File: config.mk
export PLATFORM = sky130hd
export DESIGN_NAME = pageWalker
export DESIGN_NICKNAME = d
export VERILOG_FILES = /design/src/rtl/pageWalkerPkg.sv /design/src/rtl/pageWalkerDp.sv /design/src/rtl/pageWalkerCtrl.sv /design/src/rtl/pageWalker.sv
export SDC_FILE = /design/constraint.sdc
export NUM_CORES = 1
export LEC_CHECK = 0
export ABC_AREA = 1
export BUFFER_PORTS_ARGS = -buffer_cell sky130_fd_sc_hd__buf_2
export CAP_MARGIN = 20
export CORE_ASPECT_RATIO = 0.8
export CORE_MARGIN = 1
export CORE_UTILIZATION = 40
export CTS_BUF_LIST = sky130_fd_sc_hd__clkbuf_2 sky130_fd_sc_hd__clkbuf_4 sky130_fd_sc_hd__clkbuf_8
export DETAILED_ROUTE_END_ITERATION = 16
export PLACE_DENSITY = 0.61
export SYNTH_ARGS = -nofsm -noshare
export SYNTH_HDL_FRONTEND = slang
export SYNTH_SLANG_ARGS = --single-unit
File: constraint.sdc
create_clock -name clk -period 3.3 [get_ports clk]
set_input_delay 0.66 -clock clk [delete_from_list [all_inputs] [get_ports clk]]
set_output_delay 0.66 -clock clk [all_outputs]
set_load 0.05 [all_outputs]
File: src/rtl/pageWalkerPkg.sv
package pageWalkerPkg;
  localparam int VA_W    = 32;
  localparam int OFF_W   = 12;
  localparam int IDX_W   = 10;
  localparam int LEVELS  = 2;
  localparam int PTE_W   = 32;
  localparam int PPN_W   = 22;
  localparam int PA_W    = PPN_W + OFF_W;
  localparam int PTE_SH  = $clog2(PTE_W / 8);
  localparam int LVL_W   = (LEVELS > 1) ? $clog2(LEVELS) : 1;
  localparam int VPN_W   = VA_W - OFF_W;

  // PTE flag positions
  localparam int B_V = 0;
  localparam int B_R = 1;
  localparam int B_W = 2;
  localparam int B_X = 3;
  localparam int B_U = 4;
  localparam int B_A = 6;
  localparam int B_D = 7;

  localparam logic [1:0] ACC_FETCH = 2'd0;
  localparam logic [1:0] ACC_LOAD  = 2'd1;
  localparam logic [1:0] ACC_STORE = 2'd2;

  localparam logic [1:0] PRIV_U = 2'd0;
  localparam logic [1:0] PRIV_S = 2'd1;
  localparam logic [1:0] PRIV_M = 2'd3;

  typedef struct packed {
    logic capture;
    logic bypass;
    logic loadPte;
    logic descend;
    logic restart;
    logic setFault;
    logic setLeaf;
  } strobeS;

  typedef struct packed {
    logic isBypass;
    logic pteBad;
    logic ptePointer;
    logic needUpdate;
    logic casMatch;
  } statusS;
endpackage

File: src/rtl/pageWalkerDp.sv
module pageWalkerDp
  import pageWalkerPkg::*;
(
  input  logic             clk,
  input  logic             rstN,
  input  strobeS           strb,
  input  logic [VA_W-1:0]  reqVaddr,
  input  logic [1:0]       reqAccess,
  input  logic [1:0]       reqPriv,
  input  logic             cfgBare,
  input  logic [PPN_W-1:0] cfgRootPpn,
  input  logic             cfgSum,
  input  logic             cfgMxr,
  input  logic             cfgMprv,
  input  logic [1:0]       cfgMpp,
  input  logic [PTE_W-1:0] memRspData,
  output statusS           stat,
  output logic [PA_W-1:0]  memReqAddr,
  output logic [PTE_W-1:0] memReqWdata,
  output logic [PTE_W-1:0] memReqCmp,
  output logic             respFault,
  output logic [PA_W-1:0]  respPaddr,
  output logic             respRead,
  output logic             respWrite,
  output logic             respExec
);
  localparam logic [LVL_W-1:0] TOP_LVL = LVL_W'(LEVELS - 1);

  logic [VA_W-1:0]  vaQ;
  logic [1:0]       accQ;
  logic [1:0]       privQ;
  logic             sumQ, mxrQ;
  logic [PPN_W-1:0] rootQ, baseQ;
  logic [LVL_W-1:0] lvlQ;
  logic [PTE_W-1:0] pteQ;
  logic             faultQ, rQ, wQ, xQ;
  logic [PA_W-1:0]  paQ;

  logic [1:0]       effPriv;
  logic             pV, pR, pW, pX, pU, pA, pD;
  logic             isFetch, isStore, isLoad, ptrEnc, lastLevel, leafBad;
  logic [PPN_W-1:0] ppn, lowMask, leafPpn;
  logic [VPN_W-1:0] vpn;
  logic [IDX_W-1:0] idx;

  // privilege substitution for data accesses
  always_comb begin
    effPriv = reqPriv;
    if (reqPriv == PRIV_M && reqAccess != ACC_FETCH && cfgMprv)
      effPriv = cfgMpp;
  end

  assign pV = pteQ[B_V];
  assign pR = pteQ[B_R];
  assign pW = pteQ[B_W];
  assign pX = pteQ[B_X];
  assign pU = pteQ[B_U];
  assign pA = pteQ[B_A];
  assign pD = pteQ[B_D];
  assign ppn = pteQ[PTE_W-1 -: PPN_W];
  assign vpn = vaQ[VA_W-1:OFF_W];

  assign isFetch   = (accQ == ACC_FETCH);
  assign isStore   = (accQ == ACC_STORE);
  assign isLoad    = !isFetch && !isStore;
  assign ptrEnc    = !pR && !pW && !pX;
  assign lastLevel = (lvlQ == '0);
  assign lowMask   = ~({PPN_W{1'b1}} << (IDX_W * int'(lvlQ)));

  always_comb begin
    leafBad = 1'b0;
    if (pW && !pR) leafBad = 1'b1;
    if (pU && privQ != PRIV_U && (!sumQ || isFetch)) leafBad = 1'b1;
    if (!pU && privQ != PRIV_S) leafBad = 1'b1;
    if ((ppn & lowMask) != '0) leafBad = 1'b1;
    if (isLoad && !(pR || (pX && mxrQ))) leafBad = 1'b1;
    if (isStore && !pW) leafBad = 1'b1;
    if (isFetch && !pX) leafBad = 1'b1;
  end

  assign stat.isBypass   = cfgBare || (effPriv == PRIV_M);
  assign stat.ptePointer = pV && ptrEnc;
  assign stat.pteBad     = !pV || (ptrEnc ? lastLevel : leafBad);
  assign stat.needUpdate = !pA || (isStore && !pD);
  assign stat.casMatch   = (memRspData == pteQ);

  assign idx         = vaQ[OFF_W + IDX_W * int'(lvlQ) +: IDX_W];
  assign memReqAddr  = {baseQ, idx, {PTE_SH{1'b0}}};
  assign memReqCmp   = pteQ;
  assign memReqWdata = pteQ | (PTE_W'(1) << B_A) | (isStore ? (PTE_W'(1) << B_D) : '0);

  assign leafPpn = (ppn & ~lowMask) | (PPN_W'(vpn) & lowMask);

  always_ff @(posedge clk or negedge rstN) begin
    if (!rstN) begin
      vaQ <= '0; accQ <= '0; privQ <= '0; sumQ <= 1'b0; mxrQ <= 1'b0;
      rootQ <= '0; baseQ <= '0; lvlQ <= '0; pteQ <= '0;
      faultQ <= 1'b0; paQ <= '0; rQ <= 1'b0; wQ <= 1'b0; xQ <= 1'b0;
    end else begin
      if (strb.capture) begin
        vaQ   <= reqVaddr;
        accQ  <= reqAccess;
        privQ <= effPriv;
        sumQ  <= cfgSum;
        mxrQ  <= cfgMxr;
        rootQ <= cfgRootPpn;
        baseQ <= cfgRootPpn;
        lvlQ  <= TOP_LVL;
      end
      if (strb.bypass) begin
        faultQ <= 1'b0;
        paQ    <= PA_W'(reqVaddr);
        rQ <= 1'b1; wQ <= 1'b1; xQ <= 1'b1;
      end
      if (strb.loadPte) pteQ <= memRspData;
      if (strb.descend) begin
        baseQ <= ppn;
        lvlQ  <= lvlQ - 1'b1;
      end
      if (strb.restart) begin
        baseQ <= rootQ;
        lvlQ  <= TOP_LVL;
      end
      if (strb.setFault) begin
        faultQ <= 1'b1;
        paQ    <= '0;
        rQ <= 1'b0; wQ <= 1'b0; xQ <= 1'b0;
      end
      if (strb.setLeaf) begin
        faultQ <= 1'b0;
        paQ    <= {leafPpn, vaQ[OFF_W-1:0]};
        rQ     <= pR || (pX && mxrQ);
        wQ     <= pW && (isStore || pD);
        xQ     <= pX;
      end
    end
  end

  assign respFault = faultQ;
  assign respPaddr = paQ;
  assign respRead  = rQ;
  assign respWrite = wQ;
  assign respExec  = xQ;


  leaf_offset_chk: assert property (@(posedge clk) disable iff (!rstN)
    strb.setLeaf |=> (respPaddr[OFF_W-1:0] == vaQ[OFF_W-1:0]));
endmodule

File: src/rtl/pageWalkerCtrl.sv
module pageWalkerCtrl
  import pageWalkerPkg::*;
(
  input  logic   clk,
  input  logic   rstN,
  input  logic   reqValid,
  input  statusS stat,
  input  logic   memRspValid,
  input  logic   memRspErr,
  output strobeS strb,
  output logic   reqReady,
  output logic   memReqValid,
  output logic   memReqCas,
  output logic   respValid
);
  typedef enum logic [2:0] {
    S_IDLE, S_ISSUE_RD, S_WAIT_RD, S_EVAL, S_ISSUE_CAS, S_WAIT_CAS, S_RESP
  } stateE;

  stateE state, nextState;

  always_comb begin
    nextState = state;
    strb = '0;
    unique case (state)
      S_IDLE: if (reqValid) begin
        strb.capture = 1'b1;
        if (stat.isBypass) begin
          strb.bypass = 1'b1;
          nextState = S_RESP;
        end else begin
          nextState = S_ISSUE_RD;
        end
      end
      S_ISSUE_RD: nextState = S_WAIT_RD;
      S_WAIT_RD: if (memRspValid) begin
        if (memRspErr) begin
          strb.setFault = 1'b1;
          nextState = S_RESP;
        end else begin
          strb.loadPte = 1'b1;
          nextState = S_EVAL;
        end
      end
      S_EVAL: begin
        if (stat.pteBad) begin
          strb.setFault = 1'b1;
          nextState = S_RESP;
        end else if (stat.ptePointer) begin
          strb.descend = 1'b1;
          nextState = S_ISSUE_RD;
        end else if (stat.needUpdate) begin
          nextState = S_ISSUE_CAS;
        end else begin
          strb.setLeaf = 1'b1;
          nextState = S_RESP;
        end
      end
      S_ISSUE_CAS: nextState = S_WAIT_CAS;
      S_WAIT_CAS: if (memRspValid) begin
        if (memRspErr) begin
          strb.setFault = 1'b1;
          nextState = S_RESP;
        end else if (stat.casMatch) begin
          strb.setLeaf = 1'b1;
          nextState = S_RESP;
        end else begin
          strb.restart = 1'b1;
          nextState = S_ISSUE_RD;
        end
      end
      S_RESP: nextState = S_IDLE;
      default: nextState = S_IDLE;
    endcase
  end

  always_ff @(posedge clk or negedge rstN) begin
    if (!rstN) state <= S_IDLE;
    else       state <= nextState;
  end

  assign reqReady    = (state == S_IDLE);
  assign memReqValid = (state == S_ISSUE_RD) || (state == S_ISSUE_CAS);
  assign memReqCas   = (state == S_ISSUE_CAS);
  assign respValid   = (state == S_RESP);


  resp_single_chk: assert property (@(posedge clk) disable iff (!rstN)
    respValid |=> (reqReady && !respValid));


  read_err_done_chk: assert property (@(posedge clk) disable iff (!rstN)
    (state == S_WAIT_RD && memRspValid && memRspErr) |=> respValid);


  cas_retry_chk: assert property (@(posedge clk) disable iff (!rstN)
    (state == S_WAIT_CAS && memRspValid && !memRspErr && !stat.casMatch)
      |=> (memReqValid && !memReqCas));
endmodule

File: src/rtl/pageWalker.sv
module pageWalker
  import pageWalkerPkg::*;
(
  input  logic             clk,
  input  logic             rstN,
  input  logic             reqValid,
  output logic             reqReady,
  input  logic [VA_W-1:0]  reqVaddr,
  input  logic [1:0]       reqAccess,
  input  logic [1:0]       reqPriv,
  input  logic             cfgBare,
  input  logic [PPN_W-1:0] cfgRootPpn,
  input  logic             cfgSum,
  input  logic             cfgMxr,
  input  logic             cfgMprv,
  input  logic [1:0]       cfgMpp,
  output logic             memReqValid,
  output logic             memReqCas,
  output logic [PA_W-1:0]  memReqAddr,
  output logic [PTE_W-1:0] memReqWdata,
  output logic [PTE_W-1:0] memReqCmp,
  input  logic             memRspValid,
  input  logic             memRspErr,
  input  logic [PTE_W-1:0] memRspData,
  output logic             respValid,
  output logic             respFault,
  output logic [PA_W-1:0]  respPaddr,
  output logic             respRead,
  output logic             respWrite,
  output logic             respExec
);
  strobeS strb;
  statusS stat;

  pageWalkerCtrl uCtrl (
    .clk(clk), .rstN(rstN), .reqValid(reqValid), .stat(stat),
    .memRspValid(memRspValid), .memRspErr(memRspErr), .strb(strb),
    .reqReady(reqReady), .memReqValid(memReqValid), .memReqCas(memReqCas),
    .respValid(respValid)
  );

  pageWalkerDp uDp (
    .clk(clk), .rstN(rstN), .strb(strb), .reqVaddr(reqVaddr),
    .reqAccess(reqAccess), .reqPriv(reqPriv), .cfgBare(cfgBare),
    .cfgRootPpn(cfgRootPpn), .cfgSum(cfgSum), .cfgMxr(cfgMxr),
    .cfgMprv(cfgMprv), .cfgMpp(cfgMpp), .memRspData(memRspData),
    .stat(stat), .memReqAddr(memReqAddr), .memReqWdata(memReqWdata),
    .memReqCmp(memReqCmp), .respFault(respFault), .respPaddr(respPaddr),
    .respRead(respRead), .respWrite(respWrite), .respExec(respExec)
  );


  bare_pass_chk: assert property (@(posedge clk) disable iff (!rstN)
    (reqValid && reqReady && cfgBare)
      |=> (respValid && !respFault && respRead && respWrite && respExec));


  cas_value_chk: assert property (@(posedge clk) disable iff (!rstN)
    (memReqValid && memReqCas)
      |-> (memReqWdata[B_A] && ((memReqWdata & memReqCmp) == memReqCmp)));


  err_fault_chk: assert property (@(posedge clk) disable iff (!rstN)
    (respValid && $past(memRspValid && memRspErr)) |-> respFault);


  accept_busy_chk: assert property (@(posedge clk) disable iff (!rstN)
    (reqValid && reqReady) |=> !reqReady);
endmodule

# [Word-level counts from Yosys, hierarchy flattened]
# Cells that the tools add are included.
[totals] register_bits=156 inputBits=101 output_inout_bits=140 elab_cells=145
[op_classes] n_addsub=2 multipliers=1 eq_ne=14 shifts=2 muxes=61 bitwise=8 reduce_logical=42
[ops] operator="34-bit two-way mux" n=3
[ops] operator="22-bit two-way mux" n=3
[ops] operator="22-bit AND" n=2
[ops] operator="22-bit inverter" n=2
[ops] operator="1-bit two-way mux" n=37
[ops] operator="5-bit by 32-bit adder with 32-bit output, first input constant" n=1
[ops] operator="32-bit == test" n=1
[ops] operator="32-bit OR" n=1
[ops] operator="32-bit by 32-bit variable part select with 10-bit output" n=1
[ops] operator="22-bit by 32-bit left shift with 22-bit output, first input constant" n=1
[ops] operator="3-bit two-way mux" n=10
[ops] operator="20-bit by 22-bit AND with 22-bit output" n=1
[ops] operator="22-bit OR" n=1
[ops] operator="22-bit nonzero test" n=1
[ops] operator="3-bit case mux with 6 select lines" n=1
[ops] operator="1-bit logical AND" n=16
[ops] operator="1-bit zero test" n=11
[ops] operator="3-bit == test, second input constant" n=3
[ops] operator="2-bit two-way mux" n=4
[ops] operator="8-bit two-way mux" n=1
[ops] operator="1-bit logical OR" n=7
[ops] operator="2-bit == test, second input constant" n=3
[ops] operator="3-bit by 2-bit == test with 1-bit output, second input constant" n=2
[ops] operator="2-bit != test, second input constant" n=3
[ops] operator="12 further kinds" n=14

# [Depth between registers and ports, before layout]
[logic_depth] depth_word=15 mapped_depth=14

# [Cells and area by module]
# A second synthesis with hierarchy kept.
[unflattened] cells_unflattened=1049 area_unflattened_um2=8075.2
[modules_own_cells] module="pageWalkerDp" n_inst=1 cells_per_inst=978 area_each_um2=7677.4 seq_area_each_um2=3828.7
[modules_own_cells] module="pageWalkerCtrl" n_inst=1 cells_per_inst=71 area_each_um2=397.9 seq_area_each_um2=75.1

# [Worst setup path after synthesis]
# No wires, ideal clock.
[synth_path] kind="reg-to-output" from="reg uDp.lvlQ" to="out memReqAddr[10]" t_arrival_ns=1.804 t_required_ns=2.640 path_slack_ns=0.836 stages_incl_launch_ff=4 cell_sequence="dfrtp_1 -> clkbuf_1 -> clkbuf_1 -> o21ai_0"
[synth_via] elab_chain_cells=3
[synth_lines] element="from (decl)" line="pageWalkerDp.sv:34" text="logic [LVL_W-1:0] lvlQ;"
[synth_lines] element="from (signal assigned)" line="pageWalkerDp.sv:118" text="lvlQ <= lvlQ - 1'b1;"
[synth_lines] element="3-bit by 1-bit multiplier with 4-bit output" line="pageWalkerDp.sv:87" text="assign idx = vaQ[OFF_W + IDX_W * int'(lvlQ) +: IDX_W];"
[synth_lines] element="5-bit by 32-bit adder with 32-bit output" line="pageWalkerDp.sv:87"
[synth_lines] element="32-bit by 32-bit variable part select with 10-bit output" line="pageWalkerDp.sv:87"
[synth_lines] element="to (decl)" line="pageWalker.sv:19" text="output logic [PA_W-1:0] memReqAddr,"
# Every way passes these cells.

# [Final worst setup path]
[layout_path] from="reg uDp.pteQ[10] (netlist: uDp.memReqCmp[10])" to="reg uDp.paQ[31] (netlist: uDp.respPaddr[31])"
[layout_via] elab_chain_cells=12 elab_cells_between_ends=19 classes_between="eq/ne (1); mux (14); bitwise (1); reduce/logical (3)"
[layout_lines] element="from (decl)" line="pageWalkerDp.sv:35" text="logic [PTE_W-1:0] pteQ;"
[layout_lines] element="from (signal assigned)" line="pageWalkerDp.sv:115" text="if (strb.loadPte) pteQ <= memRspData;"
[layout_lines] element="22-bit AND" line="pageWalkerDp.sv:75" text="if ((ppn & lowMask) != '0) leafBad = 1'b1;"
[layout_lines] element="22-bit nonzero test" line="pageWalkerDp.sv:75"
[layout_lines] element="1-bit two-way mux" line="pageWalkerDp.sv:75"
[layout_lines] element="1-bit two-way mux" line="pageWalkerDp.sv:76" text="if (isLoad && !(pR || (pX && mxrQ))) leafBad = 1'b1;"
[layout_lines] element="1-bit two-way mux" line="pageWalkerDp.sv:77" text="if (isStore && !pW) leafBad = 1'b1;"
[layout_lines] element="1-bit two-way mux" line="pageWalkerDp.sv:78" text="if (isFetch && !pX) leafBad = 1'b1;"
[layout_lines] element="1-bit two-way mux" line="pageWalkerDp.sv:83" text="assign stat.pteBad = !pV || (ptrEnc ? lastLevel : leafBad);"
[layout_lines] element="1-bit logical OR" line="pageWalkerDp.sv:83"
[layout_lines] element="1-bit two-way mux" line="pageWalkerCtrl.sv:46" text="if (stat.pteBad) begin"
[layout_lines] element="1-bit case mux with 3 select lines" line="pageWalkerCtrl.sv:25" text="unique case (state)"
[layout_lines] element="34-bit two-way mux" line="pageWalkerDp.sv:124" text="if (strb.setFault) begin"
[layout_lines] element="34-bit two-way mux" line="pageWalkerDp.sv:129" text="if (strb.setLeaf) begin"
[layout_lines] element="to (signal assigned)" line="pageWalkerDp.sv:112" text="paQ <= PA_W'(reqVaddr);"
[layout_lines] element="to (signal assigned)" line="pageWalkerDp.sv:131" text="paQ <= {leafPpn, vaQ[OFF_W-1:0]};"
[layout_lines] element="to (decl)" line="pageWalkerDp.sv:37" text="logic [PA_W-1:0] paQ;"
# Several ways; a longest one is shown, not always the timed one.
# A chain may end at the register's enable or synchronous reset.

==> run_results.csv <==
group,metric,value,unit
cts,cts_hold_repair.buffers,0,
grt,grtUsageMet1,36.7,%
synth,synth_area_per_cell,7.56,sq um
timing,grt_setup_unrepaired,"false",
setup_path,endpoint_kind,"flip-flop",
synth,synthesis.area,8200,sq um
route,routedWlPerCell,17.0,um
cts,cts_tree,"done",
die,fp-row-count,46,
cts,clock_latency,460,ps
setup_path,critPathKind,"flip-flop to flip-flop",
run,drv_cap,0,
setup_path,cp_max_fo,38,
cts,numCtsBuffers,17,
synth,synth_most_common_cell,"nand2_1",
synth,async_reset_ff_share,100,%
grt,grt_max_degree,71,
grt,grt_antenna_before_repair,2,
grt,grt.busiest_layer,"met2",
cts,clock_path_buffers,2,
setup_path,reg2reg_depth,11,
route,routed_via_density,5.07,
route,ant_nets,0,
synth,synth_area_leader_cell,"dfrtp_1",
grt,use_met2,37.5,%
finish,nets,1369,
timing,slew_headroom,38.3,%
power_and_ir_drop,power.density,1200,nW/um^2
placed_design,gp_congestion,0.883,
setup_path,cpMostUsedCell,"nand2_1",
synth,ys_seq_area_share,47.6,%
power_and_ir_drop,vdd_drop_max,839,uV
die,die_width,162,um
setup_path,arrival,3280,ps
grt,grtUsageTotal,25.2,%
timing,period_share,88.8,%
cts,ctsResizeCount,0,
placed_design,placed_area,9390,sq um
timing,layout_min_cycle_time,2930,ps
timing,skew,15.7,ps
timing,fmax,341,MHz
setup_path,critPathSlowestCell,"nor2_4",
timing,fin_hold_ws,179,ps
cts,cts.sinks,156,
setup_path,cp.required,3650,ps
finish,fill_cells,1968,
cts,clk_pin_slew,90,ps
die,die-area,21100,sq um
setup_path,cp_cell_sequence,"nor2_1 > nand3_1 > o21ai_0 > nand3_1 > nand3_2 > nand2_2 > nor2_4 > nand2_1 > buf_4 > nand2_1 > nand2_1",
grt,grt_pass1_wl,39900,um
placed_design,place_hpwl,18400,um
timing,tightest_slew,923,ps
timing,setup_violations,0,
route,via_count,7836,
grt,grt_pass1_vias,6965,
synth,synthCells,1085,
grt,grt-ovfl-total,0,
synth,synth_edf_count,0,
synth,synth.top_cells.by_count,"419 x nand2_1, 156 x dfrtp_1, 109 x o21ai_0",
cts,cts_root_buf,"clkbuf_8",
min_path,hold_path.class,"primary input to async pin",
grt,grtUsageMet3,5.44,%
cts,htree_levels,4,
timing,hold_viol,0,
placed_design,portBuffers,237,
power_and_ir_drop,p_total,11.7,mW
synth,synth_top_area_share,47.6,%
timing,fin_setup_tns,0,ps
route,drc,0,
outcome,status,"complete, no violations",
die,pin_count,241,
route,drt-initial-drc-count,658,
die,core,20000,sq um
synth,yosysUniqueCellTypes,29,
synth,ys_ff_latch,156,
synth,ys.flop_type,"dfrtp_1",
finish,drive_above_1_share,25.3,%
synth,yosys-top-cells-area,"dfrtp_1 48%, nand2_1 19%, o21ai_0 6.6%",
die,initial_core_util,41.1,%
finish,area_growth,19.5,%
cts,post_cts_buffers,0,
setup_path,critPathLaunchType,"flip-flop",
route,routed_wl,26300,um
power_and_ir_drop,leakage,5.34,nW
synth,yosys_warnings,0,
route,drtPass1Iterations,5,
finish,fin_area,9810,sq um
setup_path,cpPeakStageDelay,720,ps
die,die_h,130,um
timing,drv_slew,0,
[cells in the final DEF (no fill, tap or decap), drive strengths merged, types with 13 or more instances in the layout]
cell type,netlist,layout
nand2,422,422
buf,63,256
dfrtp,156,156
o21ai,110,110
nand3,100,100
inv,66,68
nor2,53,53
o211ai,22,22
xnor2,20,20
clkbuf,30,19
mux2,13,13
[where the power goes]
| part | switching (mW) | internal (mW) | total (mW) |
|---|---|---|---|
| clock | 0.782 | 0.769 | 1.55 |
| combinational | 5.04 | 1.57 | 6.62 |
| sequential | 0.764 | 2.81 | 3.57 |
| total | 6.59 | 5.15 | 11.7 |
[area by class of cell]
cell class	count	area (sq um)	share of cell area (%)
clock buffers	19	249	2.54
multi-input cells	771	3540	36.1
inverters	66	248	2.53
clock inverters	13	165	1.68
repair buffers	256	1360	13.9
well taps	264	330	3.37
flip-flops and latches	156	3900	39.8
diodes	2	5.00	0.0510
[layer usage]
| layer | routed length (um) | up-vias |
|---|---|---|
| li1 | - | 3808 |
| met1 | 12800 | 3735 |
| met2 | 11500 | 270 |
| met3 | 1660 | 23 |
| met4 | 358 | 0 |
| met5 | 0 | - |
[worst paths after layout]
| path | from | endpoint | slack (ps) |
|---|---|---|---|
| setup / recovery | uDp.memReqCmp[10] | uDp.respPaddr[31] | 370 |
| max in group asynchronous | rstN | uDp.respPaddr[18] | 2260 |
| setup reg to reg | uDp.memReqCmp[10] | uDp.respPaddr[31] | 370 |
| min in group clk | cfgSum | uDp.sumQ | 400 |
| hold / removal | rstN | uDp.rootQ[14] | 180 |
| hold reg to reg | uDp.vaQ[1] | uDp.vaQ[1] | 490 |
[critical path: cells and delay by family, from the launching register on]
family	cells	cell delay (ps)
simple gates	9	1680
flops	1	440
compound gates	1	420
buf+inv	1	270
[through the flow]
| step | utilization, % | cells | setup slack [ps] |
|---|---|---|---|
| finish | 49.1 | 1547 | 370 |
| global route | 49.1 | 1546 | 85.9 |
| CTS | 49.1 | 1545 | 353 |
| detailed placement | 47.0 | 1513 | 383 |
| global placement | 47.0 | 1513 | 460 |
| floorplan | - | 1086 | 836 |
[sequential cells by signal, indices dropped and copies added (netlist names)]
signal / cells
uDp.rootQ: 22
uDp.respWrite: 1
uDp.mxrQ: 1
uDp.privQ: 2
uCtrl.state: 3
uDp.respExec: 1
uDp.memReqCmp: 32
uDp.sumQ: 1
uDp.respFault: 1
uDp.lvlQ: 1
uDp.vaQ: 32
uDp.accQ: 2
uDp.respRead: 1
uDp.baseQ: 22
uDp.respPaddr: 34
[cell families after synthesis]
kind of cell    synth area share (%)
other cells                   0.0915
buf+inv                         9.41
flops                           47.6
mux                             1.78
xor+xnor                        2.14
simple gates                    29.4
compound gates                  9.56
(Power assumes the default switching activity.)
